## src/rtl/xcvr_mode_pkg.sv

```systemverilog
// Shared types for the transceiver mode controller.
// Assumes a 2-bit mode code and a 2-bit pin code {txd, rxd}.
package xcvr_mode_pkg;

    typedef enum logic [1:0] {
        MODE_OFF    = 2'd0,
        MODE_FAIL   = 2'd1,
        MODE_NORMAL = 2'd2,
        MODE_SLEEP  = 2'd3
    } xmode_t;

    typedef enum logic [1:0] {
        CAUSE_NONE  = 2'd0,
        CAUSE_BUS   = 2'd1,
        CAUSE_LOCAL = 2'd2,
        CAUSE_UV    = 2'd3
    } xcause_t;

    // Pin code {txd, rxd} reported in fail-safe for each cause.
    function automatic logic [1:0] cause_pins(xcause_t c);
        case (c)
            CAUSE_BUS:   cause_pins = 2'b00;
            CAUSE_LOCAL: cause_pins = 2'b01;
            CAUSE_UV:    cause_pins = 2'b10;
            default:     cause_pins = 2'b11;
        endcase
    endfunction

endpackage

```

## src/rtl/xcvr_en_sync.sv

```systemverilog
// Enable input synchronizer with falling-edge detect.
// Assumes STAGES >= 2; the edge is taken from the synchronized level.
module xcvr_en_sync #(
    parameter int STAGES = 2
) (
    input  logic clk,
    input  logic rst_n,
    input  logic din,
    output logic level,
    output logic fall
);
    logic [STAGES-1:0] chain_q;
    logic              prev_q;

    generate
        for (genvar i = 0; i < STAGES; i++) begin : g_stage
            // One flop of the synchronizer chain.
            always_ff @(posedge clk) begin
                if (!rst_n) chain_q[i] <= 1'b0;
                else if (i == 0) chain_q[i] <= din;
                else chain_q[i] <= chain_q[(i > 0) ? i - 1 : 0];
            end
        end
    endgenerate

    // Previous synchronized level for edge detection.
    always_ff @(posedge clk) begin
        if (!rst_n) prev_q <= 1'b0;
        else        prev_q <= chain_q[STAGES-1];
    end

    assign level = chain_q[STAGES-1];
    assign fall  = prev_q & ~chain_q[STAGES-1];
endmodule

```

## src/rtl/xcvr_tick_timer.sv

```systemverilog
// Mode-change delay timer: a prescaler of TICK_DIV cycles and a tick count.
// A start loads TICKS (>= 1); done pulses for one cycle TICKS*TICK_DIV cycles
// after the start edge. Start wins over cancel; the timer idles after done.
module xcvr_tick_timer #(
    parameter int TICK_DIV = 100,
    parameter int TW       = 9
) (
    input  logic          clk,
    input  logic          rst_n,
    input  logic          start,
    input  logic          cancel,
    input  logic [TW-1:0] ticks,
    output logic          done
);
    localparam int PW = (TICK_DIV > 1) ? $clog2(TICK_DIV) : 1;
    localparam logic [PW-1:0] PRE_LAST = PW'(TICK_DIV - 1);

    logic          busy_q;
    logic [PW-1:0] pre_q;
    logic [TW-1:0] cnt_q;

    assign done = busy_q && (pre_q == PRE_LAST) && (cnt_q == '0);

    // Load, cancel or count the pending delay.
    always_ff @(posedge clk) begin
        if (!rst_n) begin
            busy_q <= 1'b0;
            pre_q  <= '0;
            cnt_q  <= '0;
        end else if (start) begin
            busy_q <= 1'b1;
            pre_q  <= '0;
            cnt_q  <= ticks - TW'(1);
        end else if (cancel || done) begin
            busy_q <= 1'b0;
        end else if (busy_q) begin
            if (pre_q == PRE_LAST) begin
                pre_q <= '0;
                cnt_q <= cnt_q - TW'(1);
            end else begin
                pre_q <= pre_q + PW'(1);
            end
        end
    end
endmodule

```

## src/rtl/xcvr_cause_latch.sv

```systemverilog
// Holds the event behind the latest fail-safe entry.
// Assumes at most one set request per cycle; clear has priority.
module xcvr_cause_latch
    import xcvr_mode_pkg::*;
(
    input  logic    clk,
    input  logic    rst_n,
    input  logic    clr,
    input  logic    set_bus,
    input  logic    set_local,
    input  logic    set_uv,
    output xcause_t cause
);
    // Update the latched cause.
    always_ff @(posedge clk) begin
        if (!rst_n)         cause <= CAUSE_NONE;
        else if (clr)       cause <= CAUSE_NONE;
        else if (set_uv)    cause <= CAUSE_UV;
        else if (set_bus)   cause <= CAUSE_BUS;
        else if (set_local) cause <= CAUSE_LOCAL;
    end
endmodule

```

## src/rtl/xcvr_mode_fsm.sv

```systemverilog
// Four-state mode sequencer. Supply loss has top priority; immediate moves
// (undervoltage, wake) override a pending delayed move. Assumes the supply
// flags and wake pulse are already synchronous to clk.
module xcvr_mode_fsm
    import xcvr_mode_pkg::*;
#(
    parameter int TW          = 9,
    parameter int NORM_TICKS  = 15,
    parameter int SLEEP_TICKS = 15,
    parameter int WAKE_TICKS  = 200
) (
    input  logic          clk,
    input  logic          rst_n,
    input  logic          en_lvl,
    input  logic          en_fall,
    input  logic          wake_pulse,
    input  logic          wake_is_local,
    input  logic          op_ok,
    input  logic          uv_low,
    input  logic          uv_ok,
    input  xcause_t       cause,
    input  logic          tmr_done,
    output xmode_t        mode,
    output logic          tmr_start,
    output logic          tmr_cancel,
    output logic [TW-1:0] tmr_ticks,
    output logic          clr_cause,
    output logic          set_bus,
    output logic          set_local,
    output logic          set_uv
);
    xmode_t nxt_mode, tgt_q, nxt_tgt;
    logic   pend_q, nxt_pend;

    // Next-state and timer/cause control decode.
    always_comb begin
        nxt_mode   = mode;
        nxt_pend   = pend_q;
        nxt_tgt    = tgt_q;
        tmr_start  = 1'b0;
        tmr_cancel = 1'b0;
        tmr_ticks  = TW'(NORM_TICKS);
        clr_cause  = 1'b0;
        set_bus    = 1'b0;
        set_local  = 1'b0;
        set_uv     = 1'b0;
        if (!op_ok) begin
            nxt_mode   = MODE_OFF;
            nxt_pend   = 1'b0;
            tmr_cancel = 1'b1;
            clr_cause  = 1'b1;
        end else begin
            case (mode)
                MODE_OFF: begin
                    nxt_mode  = MODE_FAIL;
                    clr_cause = 1'b1;
                end
                MODE_FAIL: begin
                    if (en_fall) begin
                        tmr_cancel = 1'b1;
                        nxt_pend   = 1'b0;
                        if (cause == CAUSE_UV) begin
                            tmr_start = 1'b1;
                            tmr_ticks = TW'(SLEEP_TICKS);
                            nxt_pend  = 1'b1;
                            nxt_tgt   = MODE_SLEEP;
                        end
                    end else if (pend_q && tmr_done) begin
                        nxt_mode  = tgt_q;
                        nxt_pend  = 1'b0;
                        clr_cause = (tgt_q == MODE_NORMAL);
                    end else if (!pend_q && en_lvl && uv_ok) begin
                        tmr_start = 1'b1;
                        tmr_ticks = TW'(NORM_TICKS);
                        nxt_pend  = 1'b1;
                        nxt_tgt   = MODE_NORMAL;
                    end
                end
                MODE_NORMAL: begin
                    if (uv_low) begin
                        nxt_mode   = MODE_FAIL;
                        nxt_pend   = 1'b0;
                        tmr_cancel = 1'b1;
                        set_uv     = 1'b1;
                    end else if (pend_q && tmr_done) begin
                        nxt_mode = tgt_q;
                        nxt_pend = 1'b0;
                    end else if (!pend_q && en_fall) begin
                        tmr_start = 1'b1;
                        tmr_ticks = TW'(SLEEP_TICKS);
                        nxt_pend  = 1'b1;
                        nxt_tgt   = MODE_SLEEP;
                    end
                end
                default: begin // MODE_SLEEP
                    if (wake_pulse) begin
                        nxt_mode   = MODE_FAIL;
                        nxt_pend   = 1'b0;
                        tmr_cancel = 1'b1;
                        set_bus    = ~wake_is_local;
                        set_local  = wake_is_local;
                    end else if (en_fall) begin
                        tmr_cancel = 1'b1;
                        nxt_pend   = 1'b0;
                    end else if (pend_q && tmr_done) begin
                        nxt_mode  = tgt_q;
                        nxt_pend  = 1'b0;
                        clr_cause = 1'b1;
                    end else if (!pend_q && en_lvl && uv_ok) begin
                        tmr_start = 1'b1;
                        tmr_ticks = TW'(WAKE_TICKS);
                        nxt_pend  = 1'b1;
                        nxt_tgt   = MODE_NORMAL;
                    end
                end
            endcase
        end
    end

    // Mode, pending flag and pending target registers.
    always_ff @(posedge clk) begin
        if (!rst_n) begin
            mode   <= MODE_OFF;
            pend_q <= 1'b0;
            tgt_q  <= MODE_NORMAL;
        end else begin
            mode   <= nxt_mode;
            pend_q <= nxt_pend;
            tgt_q  <= nxt_tgt;
        end
    end
endmodule

```

## src/rtl/xcvr_mode_ctrl.sv

```systemverilog
// Top of the transceiver mode controller: synchronizes enable, sequences the
// mode, times the delayed moves and decodes the pin and switch controls.
// Delays are given in ticks of TICK_DIV clock cycles.
module xcvr_mode_ctrl
    import xcvr_mode_pkg::*;
#(
    parameter int SYNC_STAGES = 2,
    parameter int TICK_DIV    = 100,
    parameter int NORM_TICKS  = 15,
    parameter int SLEEP_TICKS = 15,
    parameter int WAKE_TICKS  = 200
) (
    input  logic       clk,
    input  logic       rst_n,
    input  logic       en_pin,
    input  logic       wake_pulse,
    input  logic       wake_is_local,
    input  logic       sup_op_ok,
    input  logic       sup_uv_low,
    input  logic       sup_uv_ok,
    input  logic       bus_rx,
    output logic [1:0] mode,
    output logic       inh_on,
    output logic       path_en,
    output logic       txd_oe,
    output logic       txd_out,
    output logic       rxd_out
);
    localparam int MAX_A     = (NORM_TICKS > SLEEP_TICKS) ? NORM_TICKS : SLEEP_TICKS;
    localparam int MAX_TICKS = (MAX_A > WAKE_TICKS) ? MAX_A : WAKE_TICKS;
    localparam int TW        = $clog2(MAX_TICKS + 1);

    logic          en_lvl, en_fall;
    logic          tmr_start, tmr_cancel, tmr_done;
    logic [TW-1:0] tmr_ticks;
    logic          clr_cause, set_bus, set_local, set_uv;
    xcause_t       cause_q;
    xmode_t        mode_q;
    logic [1:0]    pins;

    xcvr_en_sync #(.STAGES(SYNC_STAGES)) u_sync (
        .clk(clk), .rst_n(rst_n), .din(en_pin),
        .level(en_lvl), .fall(en_fall)
    );

    xcvr_tick_timer #(.TICK_DIV(TICK_DIV), .TW(TW)) u_timer (
        .clk(clk), .rst_n(rst_n), .start(tmr_start), .cancel(tmr_cancel),
        .ticks(tmr_ticks), .done(tmr_done)
    );

    xcvr_cause_latch u_cause (
        .clk(clk), .rst_n(rst_n), .clr(clr_cause), .set_bus(set_bus),
        .set_local(set_local), .set_uv(set_uv), .cause(cause_q)
    );

    xcvr_mode_fsm #(
        .TW(TW), .NORM_TICKS(NORM_TICKS), .SLEEP_TICKS(SLEEP_TICKS),
        .WAKE_TICKS(WAKE_TICKS)
    ) u_fsm (
        .clk(clk), .rst_n(rst_n), .en_lvl(en_lvl), .en_fall(en_fall),
        .wake_pulse(wake_pulse), .wake_is_local(wake_is_local),
        .op_ok(sup_op_ok), .uv_low(sup_uv_low), .uv_ok(sup_uv_ok),
        .cause(cause_q), .tmr_done(tmr_done), .mode(mode_q),
        .tmr_start(tmr_start), .tmr_cancel(tmr_cancel), .tmr_ticks(tmr_ticks),
        .clr_cause(clr_cause), .set_bus(set_bus), .set_local(set_local),
        .set_uv(set_uv)
    );

    // Output decode from the registered mode and latched cause.
    always_comb begin
        pins    = cause_pins(cause_q);
        mode    = mode_q;
        inh_on  = (mode_q == MODE_FAIL) || (mode_q == MODE_NORMAL);
        path_en = (mode_q == MODE_NORMAL);
        txd_oe  = (mode_q == MODE_FAIL);
        txd_out = (mode_q == MODE_FAIL) ? pins[1] : 1'b0;
        case (mode_q)
            MODE_NORMAL: rxd_out = bus_rx;
            MODE_FAIL:   rxd_out = pins[0];
            default:     rxd_out = 1'b1;
        endcase
    end
endmodule

```

## config.mk

```make
export PLATFORM = sky130hd
export DESIGN_NAME = xcvr_mode_ctrl
export DESIGN_NICKNAME = d
export VERILOG_FILES = /design/src/rtl/xcvr_mode_pkg.sv /design/src/rtl/xcvr_en_sync.sv /design/src/rtl/xcvr_tick_timer.sv /design/src/rtl/xcvr_cause_latch.sv /design/src/rtl/xcvr_mode_fsm.sv /design/src/rtl/xcvr_mode_ctrl.sv
export SDC_FILE = /design/constraint.sdc
export NUM_CORES = 1
export LEC_CHECK = 0
export BUFFER_PORTS_ARGS = -buffer_cell sky130_fd_sc_hd__buf_2
export CAP_MARGIN = 20
export CORE_MARGIN = 2
export CORE_UTILIZATION = 50
export CTS_CLUSTER_DIAMETER = 40
export DETAILED_ROUTE_END_ITERATION = 6
export GPL_TIMING_DRIVEN = 0
export PLACE_DENSITY_LB_ADDON = 0.2
export SKIP_LAST_GASP = 1
export SLEW_MARGIN = 20
export SYNTH_ARGS = -nofsm -noshare
export SYNTH_HDL_FRONTEND = slang
export SYNTH_SLANG_ARGS = --single-unit
```

## constraint.sdc

```tcl
create_clock -name clk -period 2.3 [get_ports clk]
set_input_delay 0.115 -clock clk [delete_from_list [all_inputs] [get_ports clk]]
set_output_delay 0.115 -clock clk [all_outputs]
set_load 0.02 [all_outputs]
```

# --- After elaboration in Yosys (flattened, before gate mapping) ---
# Index checks and enable logic that the tools add are counted.
# W data, S select, Z words.
word_totals:
  regBits: 26
  input_bits: 9
  output_inout_bits: 7
  wordCells: 131
op_classes:
  add_sub_neg: 3
  eq_ne: 15
  n_mux: 74
  bitwise: 6
  n_reduce_logical: 23
ops:
  columns: ["cell", "n"]
  rows:
  - ["$mux W8", 10]
  - ["$mux W1", 39]
  - ["$mux W2", 16]
  - ["$pmux W2 S3", 3]
  - ["$sub A8 B1 Y8 const B", 2]
  - ["$pmux W1 S3", 4]
  - ["$eq A2 B2 Y1 const B", 4]
  - ["$logic_not A8 Y1", 1]
  - ["$reduce_and A8 Y1", 1]
  - ["$add A7 B1 Y7 const B", 1]
  - ["$eq A7 B7 Y1 const B", 1]
  - ["$mux W7", 1]
  - ["$logic_and A1 B1 Y1", 6]
  - ["$ne A2 B2 Y1 const B", 3]
  - ["$ne A3 B3 Y1 const B", 2]
  - ["$reduce_and A2 Y1", 3]
  - ["$reduce_bool A2 Y1", 3]
  - ["$not A1 Y1", 5]
  - ["$eq A2 B1 Y1 const B", 2]
  - ["$ne A4 B2 Y1 const B", 1]
  - ["$reduce_or A2 Y1", 2]
  - ["$ne A3 B1 Y1 const B", 1]
  - ["$reduce_and A3 Y1", 1]
  - ["$reduce_bool A3 Y1", 1]
  - ["other kinds (7)", 8]

# --- Longest topological paths before layout ---
# Gate-level depths: netlist (run 1).
depth:
  depth_word: 11
  depth_mapped: 12
  depth_no_buf: 12

# --- Modules after synthesis ---
# A second synthesis (run 1) with hierarchy kept.
unflattened:
  hier_cells: 241
  area_unflattened_um2: 1970.6
modules_own_cells:
  columns: ["module", "instances", "cells_each", "area_each_um2", "seq_area_each_um2"]
  rows:
  - ["xcvr_tick_timer", 1, 115, 1007.2, 320.3]
  - ["xcvr_mode_fsm", 1, 97, 704.4, 100.1]
  - ["xcvr_mode_ctrl", 1, 13, 92.6, 0.0]
  - ["xcvr_en_sync", 1, 7, 88.8, 60.1]
  - ["xcvr_cause_latch", 1, 9, 77.6, 40.0]

# --- Worst setup path before layout (run 1) ---
# No wires, ideal clock.
synth_path:
  path_type: "register to register"
  startpoint: "register u_fsm.mode[1]"
  endpoint: "register u_timer.cnt_q[2]"
  setup_ns: 0.120
  t_arrival_ns: 2.331
  required_time_ns: 2.180
  setup_slack_ns: -0.151
  path_stages_with_launch: 10
  n_path_buf: 0
  period_less_slack_ns: 2.451
  path_cell_list: "dfxtp_1 ha_1 nand2b_1 or3_1 a311oi_1 o21ai_0 ha_1 inv_1 nor4b_1 o31a_1"
synth_between:
  elab_chain_len: 6
  elab_cells_between_ends: 17
  cone_classes: "add/sub (1); eq/ne (3); mux (7); reduce/logical (6)"
synth_rtl:
  columns: ["item", "line", "text"]
  rows:
  - ["from (decl)", "xcvr_mode_fsm.sv:23", "output xmode_t mode,"]
  - ["from (signal assigned)", "xcvr_mode_fsm.sv:127", "mode <= nxt_mode;"]
  - ["$eq A2 B2 Y1 (*)", null, null]
  - ["named net path_en", "xcvr_mode_ctrl.sv:24", "output logic path_en,"]
  - ["$reduce_or A3 Y1 (no line) / $pmux W1 S3 (equally long branches)", null, null]
  - ["$mux W8 / $mux W1 (equally long branches)", null, null]
  - ["$mux W8 / $logic_or A1 B1 Y1 (equally long branches)", "xcvr_mode_fsm.sv:47, xcvr_tick_timer.sv:34", null]
  - ["$sub A8 B1 Y8 / $ne A2 B2 Y1 (equally long branches)", null, null]
  - ["$mux W8 / $reduce_and A3 Y1 (equally long branches)", null, null]
  - ["to (signal assigned)", "xcvr_tick_timer.sv:33", "cnt_q <= ticks - TW'(1);"]
  - ["to (signal assigned)", "xcvr_tick_timer.sv:39", "cnt_q <= cnt_q - TW'(1);"]
  - ["to (decl)", "xcvr_tick_timer.sv:20", "logic [TW-1:0] cnt_q;"]
# Mark *: on every way through the listed nets, which the timed path passes. The rest lies on a longest branch.
# A chain may end at the register's enable or synchronous reset.

# --- Worst setup path in the final report (run 1) ---
layout_path:
  startpoint: "register u_fsm.mode[0]"
  endpoint: "register u_timer.cnt_q[4]"
layout_between:
  elab_chain_len: 6
  elab_cells_between_ends: 17
  cone_classes: "add/sub (1); eq/ne (3); mux (7); reduce/logical (6)"
layout_rtl:
  columns: ["item", "line", "text"]
  rows:
  - ["$eq A2 B2 Y1, or another cell as far along", "xcvr_mode_fsm.sv:53", "case (mode)"]
  - ["$reduce_or A3 Y1 (no line) / $pmux W1 S3 (equally long branches)", null, null]
  - ["$mux W8 / $mux W1 (equally long branches)", null, null]
  - ["$mux W8 / $logic_or A1 B1 Y1 (equally long branches)", "xcvr_mode_fsm.sv:47, xcvr_tick_timer.sv:34", null]
  - ["$sub A8 B1 Y8 / $ne A2 B2 Y1 (equally long branches)", null, null]
  - ["$mux W8 / $reduce_and A3 Y1 (equally long branches)", null, null]
# Several ways; a longest one is shown, not always the timed one.

==> results.cfg, run 1 <==
[layout]
multi_input_area_sq_um = 1160
final_cells = 275
area.growth.synth_to_final_pct = 19.7
nets = 248
fillers = 294
ff_latch_area_sq_um = 528
layout-drive-gt1-share_pct = 25.3
diodes = 0

[min_path]
hold_class = input pin to register
whs_path_depth = 3

[timing]
worst_slack_ns = 0.0593
setup_viol = 0
drv_slew = 0
finalHoldViolCount = 0
slew_headroom_pct = 72.2
worst_slew_pin_slew_ns = 0.417
fin_crit_sh_pct = 97.4
fmaxAchievable_ghz = 0.446
min_period_ns = 2.24
skew_ns = 0.00814
rsz0062_at_grt = yes

[yosys]
synth-async-reset-ratio_pct = 0
synthDistinctLibCells = 58
ys_seq_area_share_pct = 30.8
yosys.area.top_type = dfxtp_1
avgSynthCellArea_sq_um = 8.23
synth_edf_count = 0
syn-cell-area_sq_um = 1690
syn_nets = 223
ys_top_cells_by_count = dfxtp_1 (26), nor2_1 (17), nand2_1 (15)
yosys_most_used_dff = dfxtp_1
yosysTopAreaCellShare_pct = 30.8
yosysMostFrequentCell = dfxtp_1
ys_ff_latch = 26
synthTopCellsByArea = dfxtp_1 (31%), ha_1 (6.7%), nand3_1 (3.9%)
yosys_warnings = 0
syn-instance-count = 205

[worst_setup_path]
worstSetupStartpointType = register
worstSetupPathType = register to register
cp.arrival_ns = 2.47
worst-r2r-cell-count = 12
cp_data_required_time_ns = 2.53
end_kind = register
critPathMaxFanout = 4

[drt]
drc = 0
num_vias = 1605
routed_wl_um = 3840
viasPerCell = 5.84
final_antenna_net_count = 0
wire_per_inst_um = 14.0
drt_iter0_markers = 115
first_pass_iters = 4

[status]
status = finished, final reports clean

[global_route]
grt_overflow = 0
grt_antenna_before_repair = 0
grt_pass1_vias = 1464
grt_pass1_wl_um = 6620
grtUsageTotal_pct = 20.5
grt_max_degree = 16

[place]
hpwlAfterDp_um = 2810
place_congestion = 0.936
dp_slack_ns = -0.129
placed_cells = 266
port_buffers = 15

[cts]
clockBufferDepth = 2
clock_latency_ns = 0.32
cts_tree = done
numCtsBuffers = 3
root_buffer = clkbuf_4
cts_sinks = 26
clk_pin_slew_ns = 0.15
htreeDepth = 1

[floorplanning]
die_x_um = 62.1
ioPinCount = 16
rows = 21
coreArea_sq_um = 3280
die_h_um = 62.1
die_area_sq_um = 3860
start_util_pct = 51.4

[pwr]
ir_drop_mv = 0.316
power.density_nw_per_um2 = 436
leakagePower_nw = 0.800

[flow_run]
maxCapViolations = 0
-- metrics by stage --
stage          hold WS (ns)  area [sq um]  utilization, %  total power [W]  setup TNS [ns]
2_1_floorplan         0.242          1710               -         0.000533               0
3_5_place_dp          0.333          1840            56.1         0.000564          -0.290
6_report             0.0988          2020            61.5         0.000880               0
5_1_grt               0.118          2020            61.5         0.000922          -0.117
4_1_cts              0.0939          1960            59.6         0.000886               0
3_3_place_gp          0.328          1840            56.1         0.000564          -0.260
-- layout make-up --
class | count | share of cell area [%]
plain buffers | 9 | 3.10
multi-input cells | 160 | 57.6
repair buffers | 20 | 5.70
inverters | 10 | 1.98
clock buffers | 3 | 1.11
flip-flops and latches | 26 | 26.1
clock inverters | 1 | 1.49
well taps | 46 | 2.85
-- where the power goes --
group / total, W / internal [W] / switching, W
sequential: 0.000460 / 0.000454 / 0.00000568
clock: 0.000315 / 0.000176 / 0.000139
combinational: 0.000105 / 0.0000429 / 0.0000624
total: 0.000880 / 0.000673 / 0.000207
-- critical path, cell delays in order, from the launching register on --
cell	delay, ns
dfxtp_4	0.39
inv_4	0.06
ha_4	0.15
nand2b_4	0.06
or3_4	0.39
a311oi_4	0.28
o21ai_1	0.12
ha_2	0.21
inv_2	0.09
a211o_1	0.13
nor3_2	0.05
xnor2_1	0.17
nor2_1	0.05
-- logic make-up after synthesis --
group / share of synthesized area (%)
AOI/OAI and AO/OA: 21.7
xor gates and xnor gates: 4.67
adders and majority gates: 6.67
buffers and inverters: 5.71
DFF: 30.8
muxes: 0.593
and+or+nand+nor: 29.8
-- state kept, by name (all words and copies together), names as in the netlist --
name and cells:
u_timer.pre_q 7, u_timer.busy_q 1, u_cause.cause 2, u_fsm.mode 2, u_fsm.tgt_q 2, u_sync.level 1, u_timer.cnt_q 8, u_sync.chain_q 1
u_sync.prev_q 1, u_fsm.pend_q 1
-- final timing paths --
check	end	slack [ns]	start
worst max-delay path	u_timer.cnt_q[4]$_SDFFE_PN0P_	0.06	u_fsm.mode[0]$_SDFF_PN0_
worst min-delay path	u_timer.cnt_q[0]$_SDFFE_PN0P_	0.1	rst_n
worst max register to register	u_timer.cnt_q[4]$_SDFFE_PN0P_	0.06	u_fsm.mode[0]$_SDFF_PN0_
worst min register to register	u_sync.level$_SDFF_PN0_	0.45	u_sync.chain_q[0]$_SDFF_PN0_
-- repair_timing --
| action | in CTS | in global routing |
|---|---|---|
| buffers inserted | 2 | 2 |
| gates resized for setup | 13 | 9 |
| pin swaps | 1 | 7 |
| endpoints found under the hold margin | 1 | 0 |
| hold buffers | 1 | 0 |
| endpoints found under the setup margin | 3 | 4 |
-- per-layer routing --
metal	part of all wire, %	vias to the layer above	GRT usage (%)
met5	0	-	0
met4	0.70	0	4.17
met3	3.5	2	3.08
met2	48	32	35.5
met1	48	764	27.5
li1	-	807	-
-- cell usage in the layout (no fill, tap or decap), types with 2 or more instances in the layout --
cell type  count
nor4_1         2
inv_1          8
buf_2         20
o21ai_0       10
and2_1         5
o22ai_1        2
nor3_1         3
and4_1         2
a31oi_1        4
nand2b_4       2
a211oi_1       2
ha_1           6
nor2_1        17
and3_1         3
nor2b_1        3
xor2_1         5
nand3_2        3
ha_2           2
o31a_1         2
nor4_2         2
xnor2_1        4
buf_4          4
nand3_1       10
dfxtp_1       24
buf_6          3
nand4_1        3
dfxtp_4        2
or3_1          2
nand2b_1       2
nand2_1       15
a21oi_1        9
o21ai_1        2
nand4b_1       2
o211ai_1       3
clkbuf_4       3
(Power assumes the default switching activity.)
==> inputs of run 2 (changes only) <==
--- a/config.mk
+++ b/config.mk
@@ -8,11 +8,13 @@
 export BUFFER_PORTS_ARGS = -buffer_cell sky130_fd_sc_hd__buf_2
 export CAP_MARGIN = 20
 export CORE_MARGIN = 2
-export CORE_UTILIZATION = 50
+export CORE_UTILIZATION = 45
 export CTS_CLUSTER_DIAMETER = 40
 export DETAILED_ROUTE_END_ITERATION = 6
+export GPL_ROUTABILITY_DRIVEN = 1
 export GPL_TIMING_DRIVEN = 0
 export PLACE_DENSITY_LB_ADDON = 0.2
+export REMOVE_ABC_BUFFERS = 1
 export SKIP_LAST_GASP = 1
 export SLEW_MARGIN = 20
 export SYNTH_ARGS = -nofsm -noshare
==> run 2 against run 1 <==
Effect of this change: worst setup slack worse by 0.022 ns; combinational power down 6%; critical path depth is the same; register-to-register slack worse by 0.02 ns; count of clock-buffer cells in the layout unchanged; first-iteration DRC count fell by 26%; non-clock buffer count is 8 lower; largest power group unchanged.
==> results.cfg, run 2 (synthesized netlist as in run 1, its figures left out) <==
[timing]
fmaxAchievable_ghz = 0.442
drv_slew = 0
fin_crit_sh_pct = 98.4
min_period_ns = 2.26
slew_headroom_pct = 73.4
rsz0062_at_grt = yes
setup_viol = 0
skew_ns = 0.00398
worst_slack_ns = 0.0377
finalHoldViolCount = 0
worst_slew_pin_slew_ns = 0.399

[worst_setup_path]
max_stage_delay_ns = 0.39
critPathSlowestCell = dfxtp_4
worstSetupPathType = register to register
worst-r2r-cell-count = 12
crit_start = u_fsm.mode[0]$_SDFF_PN0_
end_kind = register
cp.arrival_ns = 2.43
r2r-end = u_timer.cnt_q[4]$_SDFFE_PN0P_
cp-endpoint = u_timer.cnt_q[4]$_SDFFE_PN0P_
critPathMaxFanout = 5
r2r_slack_ns = 0.04
worstSetupStartpointType = register
r2r_start = u_fsm.mode[0]$_SDFF_PN0_
cp_data_required_time_ns = 2.47
cp_cell_sequence = inv_4 -> ha_4 -> nand2b_4 -> or3_4 -> a311oi_4 -> o21ai_2 -> ha_2 -> inv_2 -> a211o_1 -> nor3_1 -> xnor2_1 -> nor2_1

[global_route]
grt_max_degree = 17
grtUsageTotal_pct = 18.6
grt_antenna_before_repair = 0
grt_pass1_vias = 1365
grt_overflow = 0
grt_pass1_wl_um = 6400

[floorplanning]
coreArea_sq_um = 3630
rows = 22
die_h_um = 65.2
ioPinCount = 16
die_area_sq_um = 4260
start_util_pct = 46.5
die_x_um = 65.2

[layout]
nets = 240
multi_input_area_sq_um = 1170
final_util_pct = 54.0
final_cells = 268
largest_register = u_timer.cnt_q
area.growth.synth_to_final_pct = 16.3
final_cell_area_sq_um = 1960
layout-drive-gt1-share_pct = 24.1
largest_reg_flops = 8
reg_top3 = u_timer.cnt_q: 8 flops, u_timer.pre_q: 7 flops
final_common_cell = dfxtp_1
diodes = 0
ff_latch_area_sq_um = 529
final_cell_mix = dfxtp_1 (23), nor2_1 (17), nand2_1 (15), buf_2 (15)
fillers = 357

[cts]
clock_latency_ns = 0.27
clk_pin_slew_ns = 0.09
cts_sinks = 26
numCtsBuffers = 3
clockBufferDepth = 2
root_buffer = clkbuf_8
htreeDepth = 1
cts_tree = done

[drt]
first_pass_iters = 4
viasPerCell = 5.74
drt_iter0_markers = 85
final_antenna_net_count = 0
routed_wl_um = 3730
drc = 0
num_vias = 1538
wire_per_inst_um = 13.9

[flow_run]
maxCapViolations = 0

[place]
dp_slack_ns = -0.513
hpwlAfterDp_um = 2540
placed_cells = 259
place_congestion = 0.902
port_buffers = 15
placed_area_sq_um = 1760

[pwr]
leakagePower_nw = 0.757
power.density_nw_per_um2 = 414
ir_drop_mv = 0.315
p_total_w = 0.000813

[status]
status = finished, final reports clean

[min_path]
hold_class = input pin to register
hold_start = en_pin
## run 2: final cells by class
class / instances / share of cell area, %
Timing Repair Buffer: 21 / 6.12
Tap cell: 48 / 3.06
Inverter: 10 / 2.04
Multi-Input combinational cell: 160 / 59.7
Clock buffer: 3 / 2.10
Sequential cell: 26 / 27.0
## run 2: metrics by stage
step | TNS (ns) | hold slack, ns
after floorplan | -1.08 | 0.177
after global placement | -2.04 | 0.321
after detailed placement | -2.15 | 0.327
after CTS | 0 | 0.0432
after global routing | -0.260 | 0.0633
final | 0 | 0.0528
## run 2: how the worst min path moves through the flow
| stage | to | slack, ns | cells after the start |
|---|---|---|---|
| 2_1_floorplan | u_fsm.tgt_q[1]$_SDFFE_PN1P_ | 0.18 | 1 |
| 3_3_place_gp | u_sync.chain_q[0]$_SDFF_PN0_ | 0.32 | 2 |
| 3_5_place_dp | u_sync.chain_q[0]$_SDFF_PN0_ | 0.33 | 2 |
| 4_1_cts | u_sync.chain_q[0]$_SDFF_PN0_ | 0.04 | 2 |
| 5_1_grt | u_sync.chain_q[0]$_SDFF_PN0_ | 0.06 | 2 |
| 6_report | u_sync.chain_q[0]$_SDFF_PN0_ | 0.05 | 2 |
## run 2: worst max-delay path: cells and delay by family, from the launching register on
kind | cells | cell delay [ns]
AOI/OAI and AO/OA | 3 | 0.55
and+or+nand+nor | 4 | 0.51
DFF | 1 | 0.39
adders and majority gates | 2 | 0.37
xor gates and xnor gates | 1 | 0.18
buffers and inverters | 2 | 0.16
## run 2: repair_timing
action,in CTS,in global routing
setup endpoints to repair,10,10
endpoints found under the hold margin,0,0
hold buffers,0,0
resized for setup,18,10
cloned,0,0
setup buffers,1,5
pin swaps,1,7
## run 2: report_power, final
part	total [W]	internal (W)	switching [W]
clock	0.000253	0.000117	0.000136
sequential	0.000462	0.000454	0.00000796
combinational	0.0000989	0.0000401	0.0000587
total	0.000813	0.000611	0.000202
## run 2: layer usage
layer / global-route usage (%) / wire, um / up-vias
met5: 0 / 0 / -
met4: 4.17 / 22 / 0
met3: 3.08 / 163 / 2
met2: 27.6 / 1660 / 36
met1: 28.2 / 1880 / 712
li1: - / - / 788
